[src/rtl/scsi_port_pkg.sv]
package scsi_port_pkg;

   typedef struct packed {
      logic req;
      logic cd;
      logic io;
      logic bsy;
      logic msg;
   } bus_phase_t;

   localparam int PHASE_W = $bits(bus_phase_t);
   localparam int BYTE_W  = 8;

   function automatic logic [BYTE_W-1:0] pack_status(bus_phase_t ph, logic drq);
      return {ph.req, ph.cd, ph.io, ph.bsy, ph.msg, 2'b00, drq};
   endfunction

endpackage

[src/rtl/scsi_sync.sv]
module scsi_sync #(
   parameter int WIDTH  = 5,
   parameter int STAGES = 2
) (
   input  logic             clk,
   input  logic             rst_n,
   input  logic [WIDTH-1:0] d_i,
   output logic [WIDTH-1:0] q_o
);
   logic [STAGES-1:0][WIDTH-1:0] chain;

   for (genvar s = 0; s < STAGES; s++) begin : g_stage
      if (s == 0) begin : g_first
         always_ff @(posedge clk) begin
            if (!rst_n) chain[0] <= '0;
            else        chain[0] <= d_i;
         end
      end else begin : g_next
         always_ff @(posedge clk) begin
            if (!rst_n) chain[s] <= '0;
            else        chain[s] <= chain[s-1];
         end
      end
   end

   assign q_o = chain[STAGES-1];
endmodule

[src/rtl/scsi_handshake.sv]
module scsi_handshake (
   input  logic clk,
   input  logic rst_n,
   input  logic req_s,
   input  logic cd_s,
   input  logic byte_done,
   output logic ack_o,
   output logic drq_o
);
   logic req_d;
   logic req_rise;

   assign req_rise = req_s & ~req_d;

   always_ff @(posedge clk) begin
      if (!rst_n) begin
         req_d <= 1'b0;
         ack_o <= 1'b0;
         drq_o <= 1'b0;
      end else begin
         req_d <= req_s;
         ack_o <= req_s & (ack_o | byte_done);
         if (req_rise && !cd_s) drq_o <= 1'b1;
         else if (byte_done)    drq_o <= 1'b0;
      end
   end
endmodule

[src/rtl/scsi_out_regs.sv]
module scsi_out_regs #(
   parameter int IENA_BIT = 0
) (
   input  logic       clk,
   input  logic       rst_n,
   input  logic       io_s,
   input  logic       cd_s,
   input  logic       req_s,
   input  logic       ctrl_we,
   input  logic       data_we,
   input  logic [7:0] wdata,
   output logic [7:0] ctrl_o,
   output logic [7:0] dout_o,
   output logic       irq_o
);
   logic io_d;

   always_ff @(posedge clk) begin
      if (!rst_n) begin
         io_d   <= 1'b0;
         ctrl_o <= '0;
         dout_o <= '0;
         irq_o  <= 1'b0;
      end else begin
         io_d  <= io_s;
         irq_o <= io_s & cd_s & req_s & ctrl_o[IENA_BIT];
         if (ctrl_we) ctrl_o <= wdata;
         if (io_s && !io_d) dout_o <= '0;
         else if (data_we)  dout_o <= wdata;
      end
   end
endmodule

[src/rtl/scsi_host_port.sv]
module scsi_host_port
   import scsi_port_pkg::*;
#(
   parameter int ADDR_W      = 5,
   parameter int CTRL_OFS    = 0,
   parameter int DATA_OFS    = 8,
   parameter int IENA_BIT    = 0,
   parameter int SYNC_STAGES = 2
) (
   input  logic              clk,
   input  logic              rst_n,
   input  logic              bus_req_i,
   input  logic              bus_cd_i,
   input  logic              bus_io_i,
   input  logic              bus_bsy_i,
   input  logic              bus_msg_i,
   input  logic [7:0]        bus_din_i,
   input  logic              wr_en_i,
   input  logic              rd_en_i,
   input  logic [ADDR_W-1:0] addr_i,
   input  logic [7:0]        wdata_i,
   output logic [7:0]        rdata_o,
   output logic [7:0]        ctrl_o,
   output logic [7:0]        dout_o,
   output logic              ack_o,
   output logic              irq_o,
   output logic              drq_o
);
   localparam logic [ADDR_W-1:0] CTRL_A = ADDR_W'(CTRL_OFS);
   localparam logic [ADDR_W-1:0] DATA_A = ADDR_W'(DATA_OFS);

   if (SYNC_STAGES < 2) begin : g_bad_sync
      $error("SYNC_STAGES must be at least 2");
   end
   if (IENA_BIT < 0 || IENA_BIT >= BYTE_W) begin : g_bad_iena
      $error("IENA_BIT out of range");
   end
   if (CTRL_OFS == DATA_OFS || CTRL_OFS >= (1 << ADDR_W) || DATA_OFS >= (1 << ADDR_W)) begin : g_bad_ofs
      $error("register offsets overlap or exceed the address width");
   end

   bus_phase_t bus_raw, bus_s;
   logic       req_s, cd_s, io_s;
   logic       at_ctrl, at_data, ctrl_we, data_we, byte_done;

   assign bus_raw = '{req: bus_req_i, cd: bus_cd_i, io: bus_io_i, bsy: bus_bsy_i, msg: bus_msg_i};

   scsi_sync #(.WIDTH(PHASE_W), .STAGES(SYNC_STAGES)) u_sync (
      .clk  (clk),
      .rst_n(rst_n),
      .d_i  (bus_raw),
      .q_o  (bus_s)
   );

   assign req_s = bus_s.req;
   assign cd_s  = bus_s.cd;
   assign io_s  = bus_s.io;

   assign at_ctrl   = (addr_i == CTRL_A);
   assign at_data   = (addr_i == DATA_A);
   assign ctrl_we   = wr_en_i & at_ctrl;
   assign data_we   = wr_en_i & at_data;
   assign byte_done = at_data & (wr_en_i | rd_en_i);

   scsi_handshake u_hs (
      .clk      (clk),
      .rst_n    (rst_n),
      .req_s    (req_s),
      .cd_s     (cd_s),
      .byte_done(byte_done),
      .ack_o    (ack_o),
      .drq_o    (drq_o)
   );

   scsi_out_regs #(.IENA_BIT(IENA_BIT)) u_regs (
      .clk    (clk),
      .rst_n  (rst_n),
      .io_s   (io_s),
      .cd_s   (cd_s),
      .req_s  (req_s),
      .ctrl_we(ctrl_we),
      .data_we(data_we),
      .wdata  (wdata_i),
      .ctrl_o (ctrl_o),
      .dout_o (dout_o),
      .irq_o  (irq_o)
   );

   always_comb begin
      if (at_ctrl)      rdata_o = pack_status(bus_s, drq_o);
      else if (at_data) rdata_o = bus_din_i;
      else              rdata_o = '0;
   end
endmodule

[config.mk]
export PLATFORM = sky130hd
export DESIGN_NAME = scsi_host_port
export DESIGN_NICKNAME = d
export VERILOG_FILES = /design/src/rtl/scsi_port_pkg.sv /design/src/rtl/scsi_sync.sv /design/src/rtl/scsi_handshake.sv /design/src/rtl/scsi_out_regs.sv /design/src/rtl/scsi_host_port.sv
export SDC_FILE = /design/constraint.sdc
export NUM_CORES = 1
export LEC_CHECK = 0
export BUFFER_PORTS_ARGS = -buffer_cell sky130_fd_sc_hd__buf_2
export CORE_ASPECT_RATIO = 0.7
export CORE_MARGIN = 2
export CORE_UTILIZATION = 45
export DETAILED_ROUTE_END_ITERATION = 10
export PLACE_DENSITY = 0.88
export SLEW_MARGIN = 25
export SYNTH_ARGS = -nofsm -noshare
export SYNTH_HDL_FRONTEND = slang
export SYNTH_SLANG_ARGS = --single-unit
[constraint.sdc]
create_clock -name clk -period 1.4 [get_ports clk]
set_input_delay 0 -clock clk [delete_from_list [all_inputs] [get_ports clk]]
set_output_delay 0 -clock clk [all_outputs]
set_load 0.01 [all_outputs]
==> run summary, run 1 <==
CTS
--------------------------------------------------------------------------------
Insertion delay to the later sink of the worst-skew pair                 0.28 ns
Clk sink count                                                                31
Longest Clk Path Bufs                                                          2
Cts bufs inserted                                                              5
Worst-path clk slew                                                      0.06 ns
H-Tree Level Count                                                             2
CTS tree                                                                     yes
Number of setup buffers added after CTS                                        0
Root Buffer                                                             clkbuf_8

FLOORPLAN
--------------------------------------------------------------------------------
Placeable core area                                                 0.00255 sq mm
Die outline area                                                    0.00322 sq mm
Horizontal die dimension                                            66.9 microns
Vertical extent of the die                                          48.1 microns
Number of placement rows                                                      15
IO Pins                                                                       57
Effective utilization at floorplan                                         48.9%

TIMING
--------------------------------------------------------------------------------
Final count of pins violating max slew                                         0
Final clock period utilization by the worst path                           89.2%
Setup Viol. Count Final                                                        0
Actual slew at the worst max-slew pin                                   0.550 ns
RSZ-0062 raised after global routing                                          no
Period minus WS final                                                    1.25 ns
Final worst clock skew                                                0.00130 ns
Worst slew slack as a fraction of its limit                                63.3%
Final Hold Violating Endpoints                                                 0
Post-Route Setup TNS                                                        0 ns
Maximum frequency from static timing analysis                            801 MHz

JOB
--------------------------------------------------------------------------------
Count of max-cap constraint violations                                         0

SYNTH
--------------------------------------------------------------------------------
Yosys top cell by area                                                   dfxtp_1
Count of distinct cell types in the synthesized netlist                       18
Number of warnings reported in the yosys synthesis log                         0
Syn Nets                                                                     154
Register bit total from synthesis                                             31
Post-synthesis cell area                                            0.00125 sq mm
Fraction of synthesized cell area taken by the top area cell type          49.7%
Post-synthesis sequential area ratio                                       49.7%
Biggest area contributors in the synthesized netlist                dfxtp_1 50%, mux2i_1 13%, o211ai_1 9.6%
Count of mapped cells out of synthesis                                       124
Synthesized area divided by synthesized cell count                    10.1 sq um

FINAL LAYOUT
--------------------------------------------------------------------------------
Share of post-route cells with drive strength above 1                      36.4%
Nets@finish                                                                  224
Post-route cell area                                                0.00179 sq mm
Fillers                                                                      182
Layout overhead on the synthesized area                                    43.2%
Antenna diode count                                                            0
Sequential cell area                                                   621 sq um
Multi-input logic area                                                 574 sq um

GRT
--------------------------------------------------------------------------------
Global-route wire length before repair                                   4.74 mm
Initial antenna violation count                                                0
Largest net degree at the start of global routing                             23
Total congestion overflow after global routing                                 0
Overall routing resource usage                                             20.5%
Via count of the first global-routing pass                                 1,006

ROUTE
--------------------------------------------------------------------------------
Residual antenna-violating net count after detailed routing                    0
Wire length on met3                                                  201 microns
Total number of vias                                                       1,157
Highest routed layer                                                        met4
Post-route met1 wirelength                                               1.41 mm
Total detailed-routing wirelength                                        3.23 mm
Post-DR wirelength/cell                                             14.1 microns
First-pass detailed-route iteration total                                      4
Vias per std cell                                                           5.05
Met2 Routed Length                                                       1.57 mm
DRC violation count after routing                                              0
DRC violation total after the first TritonRoute iteration                     73

SETUP PATH
--------------------------------------------------------------------------------
Reg2reg path depth                                                             3
Endpoint of the most critical setup path                              rdata_o[5]
Crit path required time                                                  1.40 ns
Startpoint type of the worst setup path                               input port
Internal reg-to-reg setup slack                                          0.23 ns
Peak fanout along the critical path                                            6
Origin of the worst setup path                                         addr_i[4]
Classification of the worst setup path                              input port to output port
Crit path capture type                                               output port
Endpoint arrival time on the critical path                               1.25 ns
Worst flop-to-flop path startpoint                                  u_sync.q_o[2]
Endpoint of the worst register-to-register path                     u_regs.dout_o[6]

PWR
--------------------------------------------------------------------------------
Cell Pwr Density                                                    1020 mW/mm^2
Maximum vdd drop                                                          611 uV
LEAKAGE                                                                 0.808 nW

WORST HOLD PATH
--------------------------------------------------------------------------------
Min-Delay Path Class                                                input port to register

RUN STATUS
--------------------------------------------------------------------------------
Outcome                                                                completed

PLACED DESIGN
--------------------------------------------------------------------------------
Final GP Congestion                                                        0.694
Sum of net half-perimeters after detailed placement                      2.07 mm
Port Buffer Count                                                             56
Cell area after placement                                           0.00159 sq mm

==> state kept, by name (all words and copies together), names as in the netlist <==
signal         count
u_hs.req_d         1
u_sync.chain       5
u_regs.irq_o       1
u_hs.drq_o         1
u_regs.io_d        1
u_sync.q_o         5
u_regs.dout_o      8
u_hs.ack_o         1
u_regs.ctrl_o      8
==> worst max-delay path: stages <==
cell	delay, ns
buf_2	0.09
or3_1	0.49
nor3_1	0.22
buf_4	0.18
a22o_1	0.13
buf_2	0.13
==> final cells by class <==
type / count / share of cell area (%)
sequential: 31 / 34.7
inverter: 3 / 0.630
timing repair buffer: 72 / 24.5
multi-input combinational: 81 / 32.1
tap: 34 / 2.38
clock buffer: 8 / 5.60
==> metrics by stage <==
| step | worst slack, ns | hold slack, ns | total power [mW] | util (%) | instances |
|---|---|---|---|---|---|
| floorplan | 0.156 | 0.127 | 1.00 | - | 124 |
| global placement | 0.171 | 0.206 | 1.06 | 62.2 | 211 |
| detailed placement | 0.106 | 0.209 | 1.07 | 62.2 | 211 |
| CTS | 0.139 | 0.00324 | 1.83 | 70.0 | 229 |
| global route | 0.0236 | 0.00253 | 1.89 | 70.0 | 229 |
| finish | 0.151 | 0.00555 | 1.83 | 70.0 | 229 |
==> routing by layer <==
metal / GRT usage [%] / up-vias
met5: 0 / -
li1: - / 579
met4: 6.53 / 0
met1: 26.3 / 530
met3: 5.18 / 5
met2: 35.0 / 43
==> worst min-delay path by stage <==
stage | start | end | slack [ns] | depth (start not counted)
2_1_floorplan | bus_msg_i | u_sync.chain[0] | 0.13 | 1
5_1_grt | wdata_i[4] | u_regs.ctrl_o[4] | 0.003 | 3
4_1_cts | wdata_i[4] | u_regs.ctrl_o[4] | 0.003 | 3
3_5_place_dp | bus_req_i | u_sync.chain[4] | 0.21 | 2
3_3_place_gp | bus_msg_i | u_sync.chain[0] | 0.21 | 2
6_report | wdata_i[4] | u_regs.ctrl_o[4] | 0.006 | 3
==> repair_timing <==
action	in CTS	in global routing
endpoints found under the hold margin	10	0
resized for setup	0	0
hold buffers	10	0
==> cell usage in the layout (no fill, tap or decap) <==
| cell type | n |
|---|---|
| and2_1 | 13 |
| nor4_4 | 1 |
| nand3_1 | 1 |
| a22o_1 | 6 |
| nor3_1 | 2 |
| o211ai_1 | 16 |
| dlygate4sd3_1 | 10 |
| buf_12 | 1 |
| buf_2 | 56 |
| inv_1 | 3 |
| o32ai_1 | 1 |
| nand2b_1 | 1 |
| clkbuf_1 | 1 |
| dfxtp_1 | 31 |
| mux2i_1 | 16 |
| clkbuf_8 | 7 |
| o21a_1 | 1 |
| buf_4 | 5 |
| nor3_4 | 1 |
| or3_1 | 1 |
| nor2_1 | 3 |
| nand2_1 | 18 |
==> cell usage after synthesis <==
library cell and number:
nand2b_1 1, buf_6 1, nor2_1 3, or3_1 1, inv_1 3, nor3_1 2, o211ai_1 16, dfxtp_1 31
nor4_4 1, a22o_1 6, and2_1 13, o32ai_1 1, nor3_4 1, clkbuf_1 8, mux2i_1 16, o21a_1 1
nand3_1 1, nand2_1 18
==> kinds of logic after synthesis <==
group / count (synthesis) / share of synthesized area [%]
muxes: 16 / 12.8
DFF: 31 / 49.7
buffers and inverters: 12 / 4.21
and+or+nand+nor: 41 / 18.1
AOI/OAI and AO/OA: 24 / 15.1
==> power breakdown <==
| group | total (mW) | switching [mW] | leakage [nW] | internal, mW |
|---|---|---|---|---|
| registers | 0.914 | 0.0115 | 0.252 | 0.902 |
| clock network | 0.752 | 0.304 | 0.0515 | 0.448 |
| logic | 0.160 | 0.0770 | 0.504 | 0.0826 |
| total | 1.83 | 0.393 | 0.808 | 1.43 |
(Power assumes the default switching activity.)
==> run 2: changes to the inputs <==
--- a/config.mk
+++ b/config.mk
@@ -10,7 +10,7 @@
 export CORE_MARGIN = 2
 export CORE_UTILIZATION = 45
 export DETAILED_ROUTE_END_ITERATION = 10
-export PLACE_DENSITY = 0.88
+export PLACE_DENSITY = 0.77
 export SLEW_MARGIN = 25
 export SYNTH_ARGS = -nofsm -noshare
 export SYNTH_HDL_FRONTEND = slang
==> run 2 against run 1 <==
Clock power grew 2%. Die area is the same. Clock-buffer cell count is the same. Sequential power hardly changed. First-iteration DRC count shrank 21%. Non-clock buffer count rose by 2. Critical path type unchanged.
==> run summary, run 2 (synthesis results as in run 1) <==
PWR
--------------------------------------------------------------------------
Share of power burned in the clock network                           41.4%   +0.2 points
Internal portion of total power                                    1.44 mW   +0.32%
LEAKAGE                                                           0.819 nW   +1.4%
Cell Pwr Density                                              1020 mW/mm^2   -0.50%
Maximum vdd drop                                                    738 uV   +21%
Switching part of the total                                          22.3%   +0.76 points
Power share of the combinational group                                9.1%   +0.4 points
P_sw                                                                412 uW   +4.9%
Proportion of power drawn by flip-flops and latches                  49.4%   -0.6 points
Overall Power                                                      1.85 mW   +1.3%

FLOORPLAN
--------------------------------------------------------------------------
Vertical extent of the die                                    48.1 microns   unchanged
Horizontal die dimension                                      66.9 microns   unchanged
Die outline area                                              0.00322 sq mm   unchanged
Effective utilization at floorplan                                   48.9%   unchanged
Placeable core area                                           0.00255 sq mm   unchanged
Number of placement rows                                                15   unchanged
IO Pins                                                                 57   unchanged

ROUTE
--------------------------------------------------------------------------
DRC violation total after the first TritonRoute iteration               58   -21%
Total number of vias                                                 1,201   +3.8%
First-pass detailed-route iteration total                                5   +1
Vias per std cell                                                     5.20   +2.9%
Post-DR wirelength/cell                                       15.3 microns   +8.9%
DRC violation count after routing                                        0   unchanged
Residual antenna-violating net count after detailed routing              0   unchanged
Total detailed-routing wirelength                                  3.55 mm   +9.9%

TIMING
--------------------------------------------------------------------------
Worst slew slack as a fraction of its limit                          66.1%   +2.8 points
Final clock period utilization by the worst path                     90.0%   +0.77 points
Setup Viol. Count Final                                                  0   unchanged
RSZ-0062 raised after global routing                                    no
Maximum frequency from static timing analysis                      794 MHz   -0.86%
Actual slew at the worst max-slew pin                             0.508 ns   -0.0424 ns
Final worst slack                                                 0.140 ns   -0.0108 ns
Final count of pins violating max slew                                   0   unchanged
Final worst clock skew                                          0.00614 ns   +0.00484 ns
Final Hold Violating Endpoints                                           0   unchanged
Period minus WS final                                              1.26 ns   +0.0108 ns
Post-Route Setup TNS                                                  0 ns   unchanged

GRT
--------------------------------------------------------------------------
Initial antenna violation count                                          0   unchanged
Via count of the first global-routing pass                           1,115   +11%
Global-route wire length before repair                             5.36 mm   +13%
Largest net degree at the start of global routing                       22   -4.3%
Total congestion overflow after global routing                           0   unchanged
Overall routing resource usage                                       24.0%   +3.5 points

SETUP PATH
--------------------------------------------------------------------------
Classification of the worst setup path                        input port to output port
Endpoint arrival time on the critical path                         1.26 ns   about the same
Crit path required time                                            1.40 ns   about the same
Crit path capture type                                         output port
Peak fanout along the critical path                                      6   unchanged
Slowest library cell on the worst path                               or3_1
Ordered cell list for the critical path                       buf_2 -> or3_1 -> nor3_1 -> buf_4 -> a22o_1 -> buf_2
Startpoint type of the worst setup path                         input port
CP peak stage delay                                                0.50 ns   about the same
Most frequent CP cell                                                buf_2

FINAL LAYOUT
--------------------------------------------------------------------------
Leading cell type in the layout, fill and taps excluded              buf_2
Post-route cell area                                          0.00182 sq mm   +1.8%
Core Util, Final                                                     71.3%   +1.3 points
Fillers                                                                209   +15%
Layout overhead on the synthesized area                              45.8%
Antenna diode count                                                      0   unchanged
Commonest cells after routing, fill and taps aside            56 x buf_2, 31 x dfxtp_1, 18 x nand2_1
Nets@finish                                                            226   +0.89%
Share of post-route cells with drive strength above 1                36.0%   -0.37 points
Top flop regs                                                 u_regs.ctrl_o (8), u_regs.dout_o (8)

PLACED DESIGN
--------------------------------------------------------------------------
Pre-CTS setup slack                                               0.138 ns   +0.0322 ns
Cell area after placement                                     0.00160 sq mm   +0.79%
Final GP Congestion                                                  0.719   +3.5%
Sum of net half-perimeters after detailed placement                2.11 mm   +1.8%
Port Buffer Count                                                       56   unchanged

CTS
--------------------------------------------------------------------------
Cts bufs inserted                                                        5   unchanged
Longest Clk Path Bufs                                                    2   unchanged
Number of setup buffers added after CTS                                  0   unchanged
Worst-path clk slew                                                0.06 ns   about the same
CTS tree                                                               yes
Post-CTS resize count                                                    0   unchanged
Insertion delay to the later sink of the worst-skew pair           0.28 ns   about the same
Root Buffer                                                       clkbuf_8
CTS hold repair buffers                                                 12   +2
Clk sink count                                                          31   unchanged
H-Tree Level Count                                                       2   unchanged

RUN STATUS
--------------------------------------------------------------------------
Outcome                                                          completed

WORST HOLD PATH
--------------------------------------------------------------------------
Min-Delay Path Class                                          input port to register

JOB
--------------------------------------------------------------------------
Count of max-cap constraint violations                                   0   unchanged

-- run 2: changes by cell type in the layout (fill, tap and decap cells not counted) --
cell and delta:
dlygate4sd3_1 +2, buf_4 -1, buf_12 +1
-- run 2: path summary, 6_finish.rpt --
path	cells past startpoint	slack (ns)	endpoint	start
hold / removal	3	0.04	u_regs.ctrl_o[0]	wdata_i[0]
setup / recovery	6	0.14	rdata_o[5]	addr_i[4]
setup reg to reg	3	0.27	u_regs.dout_o[0]	u_sync.q_o[2]
hold reg to reg	1	0.43	u_sync.q_o[3]	u_sync.chain[3]
-- run 2: area by class of cell --
type                       instances  area [sq um]  share of cell area (%)
sequential                        31           621                    34.1
multi-input combinational         81           574                    31.6
timing repair buffer              74           470                    25.9
clock buffer                       8           100                    5.50
tap                               34          42.5                    2.34
inverter                           3          11.3                   0.619
-- run 2: worst max-delay path: cells and delay by family --
| kind | cells | cell delay (ns) |
|---|---|---|
| buffers and inverters | 3 | 0.40 |
| AOI/OAI and AO/OA | 1 | 0.15 |
| and+or+nand+nor | 2 | 0.70 |
-- run 2: metrics by stage --
step	std cells	hold slack, ns
CTS	231	0.0199
global placement	211	0.208
detailed placement	211	0.210
finish	231	0.0366
floorplan	124	0.127
global route	231	0.0371
-- run 2: routing by layer --
| layer | GRT usage [%] | up-vias | wire length (microns) |
|---|---|---|---|
| met4 | 12.2 | 0 | 88 |
| met1 | 28.9 | 556 | 1490 |
| met3 | 7.06 | 10 | 241 |
| met2 | 40.4 | 58 | 1720 |
| met5 | 0 | - | 0 |
| li1 | - | 577 | - |
-- run 2: power groups by stage --
| stage | clock [mW] | sequential [mW] | combinational [mW] |
|---|---|---|---|
| finish | 0.766 | 0.914 | 0.169 |
| global route | 0.812 | 0.915 | 0.184 |
| CTS | 0.771 | 0.913 | 0.163 |
| detailed placement | 0 | 0.933 | 0.136 |
| global placement | 0 | 0.932 | 0.132 |
| floorplan | 0 | 0.930 | 0.0701 |
==> run 3: changes to the inputs <==
--- a/config.mk
+++ b/config.mk
@@ -5,11 +5,13 @@
 export SDC_FILE = /design/constraint.sdc
 export NUM_CORES = 1
 export LEC_CHECK = 0
+export ABC_CLOCK_PERIOD_IN_PS = 1400
 export BUFFER_PORTS_ARGS = -buffer_cell sky130_fd_sc_hd__buf_2
 export CORE_ASPECT_RATIO = 0.7
 export CORE_MARGIN = 2
 export CORE_UTILIZATION = 45
 export DETAILED_ROUTE_END_ITERATION = 10
+export GPL_TIMING_DRIVEN = 0
 export PLACE_DENSITY = 0.77
 export SLEW_MARGIN = 25
 export SYNTH_ARGS = -nofsm -noshare
==> run 3 against run 2 <==
Combinational power hardly changed. Largest cell class unchanged. Largest power group unchanged. Critical path depth shrank 2. Register-to-register slack worse by 0.15 ns. Setup slack worse by 0.021 ns.
==> run summary, run 3 (synthesis results as in run 1) <==
TIMING
--------------------------------------------------------------------------
Final worst clock skew                                          0.00487 ns   -0.00127 ns
Final clock period utilization by the worst path                     91.5%   +1.5 points
Setup Viol. Count Final                                                  0   unchanged
Period minus WS final                                              1.28 ns   +0.0209 ns
Worst slew slack as a fraction of its limit                          54.1%   -12 points
Maximum frequency from static timing analysis                      781 MHz   -1.6%
Final Hold Violating Endpoints                                           0   unchanged
Final count of pins violating max slew                                   0   unchanged
Post-Route Setup TNS                                                  0 ns   unchanged
Actual slew at the worst max-slew pin                             0.684 ns   +0.176 ns
RSZ-0062 raised after global routing                                    no

CTS
--------------------------------------------------------------------------
Longest Clk Path Bufs                                                    2   unchanged
CTS tree                                                               yes
H-Tree Level Count                                                       2   unchanged
Root Buffer                                                       clkbuf_8
Clk sink count                                                          31   unchanged
Insertion delay to the later sink of the worst-skew pair           0.28 ns   about the same
Cts bufs inserted                                                        5   unchanged
Number of setup buffers added after CTS                                  0   unchanged
Worst-path clk slew                                                0.06 ns   about the same

GRT
--------------------------------------------------------------------------
Total congestion overflow after global routing                           0   unchanged
Via count of the first global-routing pass                           1,105   -0.90%
Overall routing resource usage                                       21.7%   -2.3 points
Initial antenna violation count                                          0   unchanged
Global-route wire length before repair                             4.91 mm   -8.4%
Largest net degree at the start of global routing                       11   -50%

SETUP PATH
--------------------------------------------------------------------------
Ordered cell list for the critical path                       inv_1 -> clkbuf_1 -> o211ai_1 -> mux2i_1
Origin of the worst setup path                                u_sync.q_o[2]
Internal reg-to-reg setup slack                                    0.12 ns   -0.15 ns
Crit path capture type                                            register
Startpoint type of the worst setup path                           register
Reg2reg path depth                                                       4   +1
Slowest library cell on the worst path                            clkbuf_1
Endpoint of the worst register-to-register path               u_regs.dout_o[7]
Crit path required time                                            1.60 ns   +0.20 ns
Peak fanout along the critical path                                     10   +4
CP peak stage delay                                                0.36 ns   -0.14 ns
Endpoint arrival time on the critical path                         1.48 ns   +0.22 ns
Classification of the worst setup path                        register to register
Endpoint of the most critical setup path                      u_regs.dout_o[7]
Worst flop-to-flop path startpoint                            u_sync.q_o[2]

PLACED DESIGN
--------------------------------------------------------------------------
Placed instance count                                                  213   +0.95%
Final GP Congestion                                                  0.751   +4.5%
Sum of net half-perimeters after detailed placement                2.22 mm   +5.5%
Port Buffer Count                                                       55   -1.8%

PWR
--------------------------------------------------------------------------
Internal portion of total power                                    1.33 mW   -7.2%
Maximum vdd drop                                                    582 uV   -21%
LEAKAGE                                                           0.785 nW   -4.2%
Share of power burned in the clock network                           37.7%   -3.7 points
P_sw                                                                397 uW   -3.7%
Power share of the combinational group                                9.7%   +0.6 points
Proportion of power drawn by flip-flops and latches                  52.6%   +3.2 points
Switching part of the total                                          22.9%   +0.65 points
Cell Pwr Density                                               980 mW/mm^2   -3.6%

FLOORPLAN
--------------------------------------------------------------------------
Die outline area                                              0.00322 sq mm   unchanged
IO Pins                                                                 57   unchanged
Effective utilization at floorplan                                   48.9%   unchanged
Horizontal die dimension                                      66.9 microns   unchanged
Placeable core area                                           0.00255 sq mm   unchanged
Vertical extent of the die                                    48.1 microns   unchanged
Number of placement rows                                                15   unchanged

FINAL LAYOUT
--------------------------------------------------------------------------
Leading cell type in the layout, fill and taps excluded              buf_2
Top flop regs                                                 u_regs.ctrl_o (8), u_regs.dout_o (8)
Antenna diode count                                                      0   unchanged
Share of post-route cells with drive strength above 1                33.8%   -2.2 points
Final cell count without fillers                                       232   +0.43%
Nets@finish                                                            227   +0.44%
Layout overhead on the synthesized area                              41.5%
Commonest cells after routing, fill and taps aside            55 x buf_2, 31 x dfxtp_1, 18 x nand2_1

ROUTE
--------------------------------------------------------------------------
DRC violation count after routing                                        0   unchanged
Total detailed-routing wirelength                                  3.13 mm   -12%
DRC violation total after the first TritonRoute iteration               69   +19%
First-pass detailed-route iteration total                                4   -1
Total number of vias                                                 1,201   unchanged
Vias per std cell                                                     5.18   -0.43%
Residual antenna-violating net count after detailed routing              0   unchanged
Post-DR wirelength/cell                                       13.5 microns   -12%

WORST HOLD PATH
--------------------------------------------------------------------------
Worst Hold Depth                                                         3   unchanged
Min-Delay Path Class                                          input port to register

RUN STATUS
--------------------------------------------------------------------------
Outcome                                                          completed

JOB
--------------------------------------------------------------------------
Count of max-cap constraint violations                                   0   unchanged

## run 3: timing repair
item / in CTS / in global routing
gates resized for setup: 1 / 3
hold endpoints to repair: 11 / 0
hold buffers: 11 / 0
pin swaps: 0 / 0
setup endpoints to repair: 6 / 10
## run 3: final cells by class
class,count,area [sq um]
repair buffers,66,385
well taps,34,42.5
flip-flops and latches,31,621
clock inverters,1,5.00
inverters,3,11.3
clock buffers,7,76.3
multi-input cells,81,582
fillers,202,787
plain buffers,9,42.5
## run 3: how the worst min path moves through the flow
stage,endpoint,slack (ns),from
floorplan,u_sync.chain[0],0.13,bus_msg_i
global placement,u_sync.chain[2],0.21,bus_io_i
detailed placement,u_sync.chain[2],0.21,bus_io_i
CTS,u_regs.ctrl_o[3],0.003,wdata_i[3]
global route,u_regs.ctrl_o[3],0.01,wdata_i[3]
finish,u_regs.ctrl_o[3],0.01,wdata_i[3]
## run 3: critical path, delay by kind of cell, from the launching register on
kind | cells | cell delay [ns]
buffers and inverters | 2 | 0.54
flip-flops | 1 | 0.33
multiplexers | 1 | 0.17
AO/OA/AOI/OAI | 1 | 0.16
## run 3: layer usage
layer  wire (microns)  GRT usage [%]  part of all wire, %  vias to the layer above
li1                 -              -                    -                      580
met1             1320           26.8                   42                      553
met2             1440           35.2                   46                       59
met3              300           8.24                  9.6                        9
met4               65           8.57                  2.1                        0
met5                0              0                    0                        -
## run 3: through the flow
| step | cell area [sq um] | total power, mW | utilization (%) | setup WS (ns) | hold slack [ns] |
|---|---|---|---|---|---|
| after floorplan | 1250 | 1.00 | - | 0.156 | 0.127 |
| after global placement | 1570 | 1.06 | 61.3 | -0.0590 | 0.208 |
| after detailed placement | 1570 | 1.07 | 61.3 | -0.0773 | 0.210 |
| after CTS | 1760 | 1.74 | 69.0 | 0.0619 | 0.00271 |
| after global routing | 1770 | 1.80 | 69.2 | 0.0301 | 0.0138 |
| final | 1770 | 1.73 | 69.2 | 0.119 | 0.0107 |
## run 3: power by group through the flow
stage | combinational, mW | clock, mW | sequential (mW)
after floorplan | 0.0701 | 0 | 0.930
after global placement | 0.134 | 0 | 0.929
after detailed placement | 0.139 | 0 | 0.930
after CTS | 0.164 | 0.668 | 0.910
after global routing | 0.184 | 0.708 | 0.912
final | 0.167 | 0.653 | 0.911
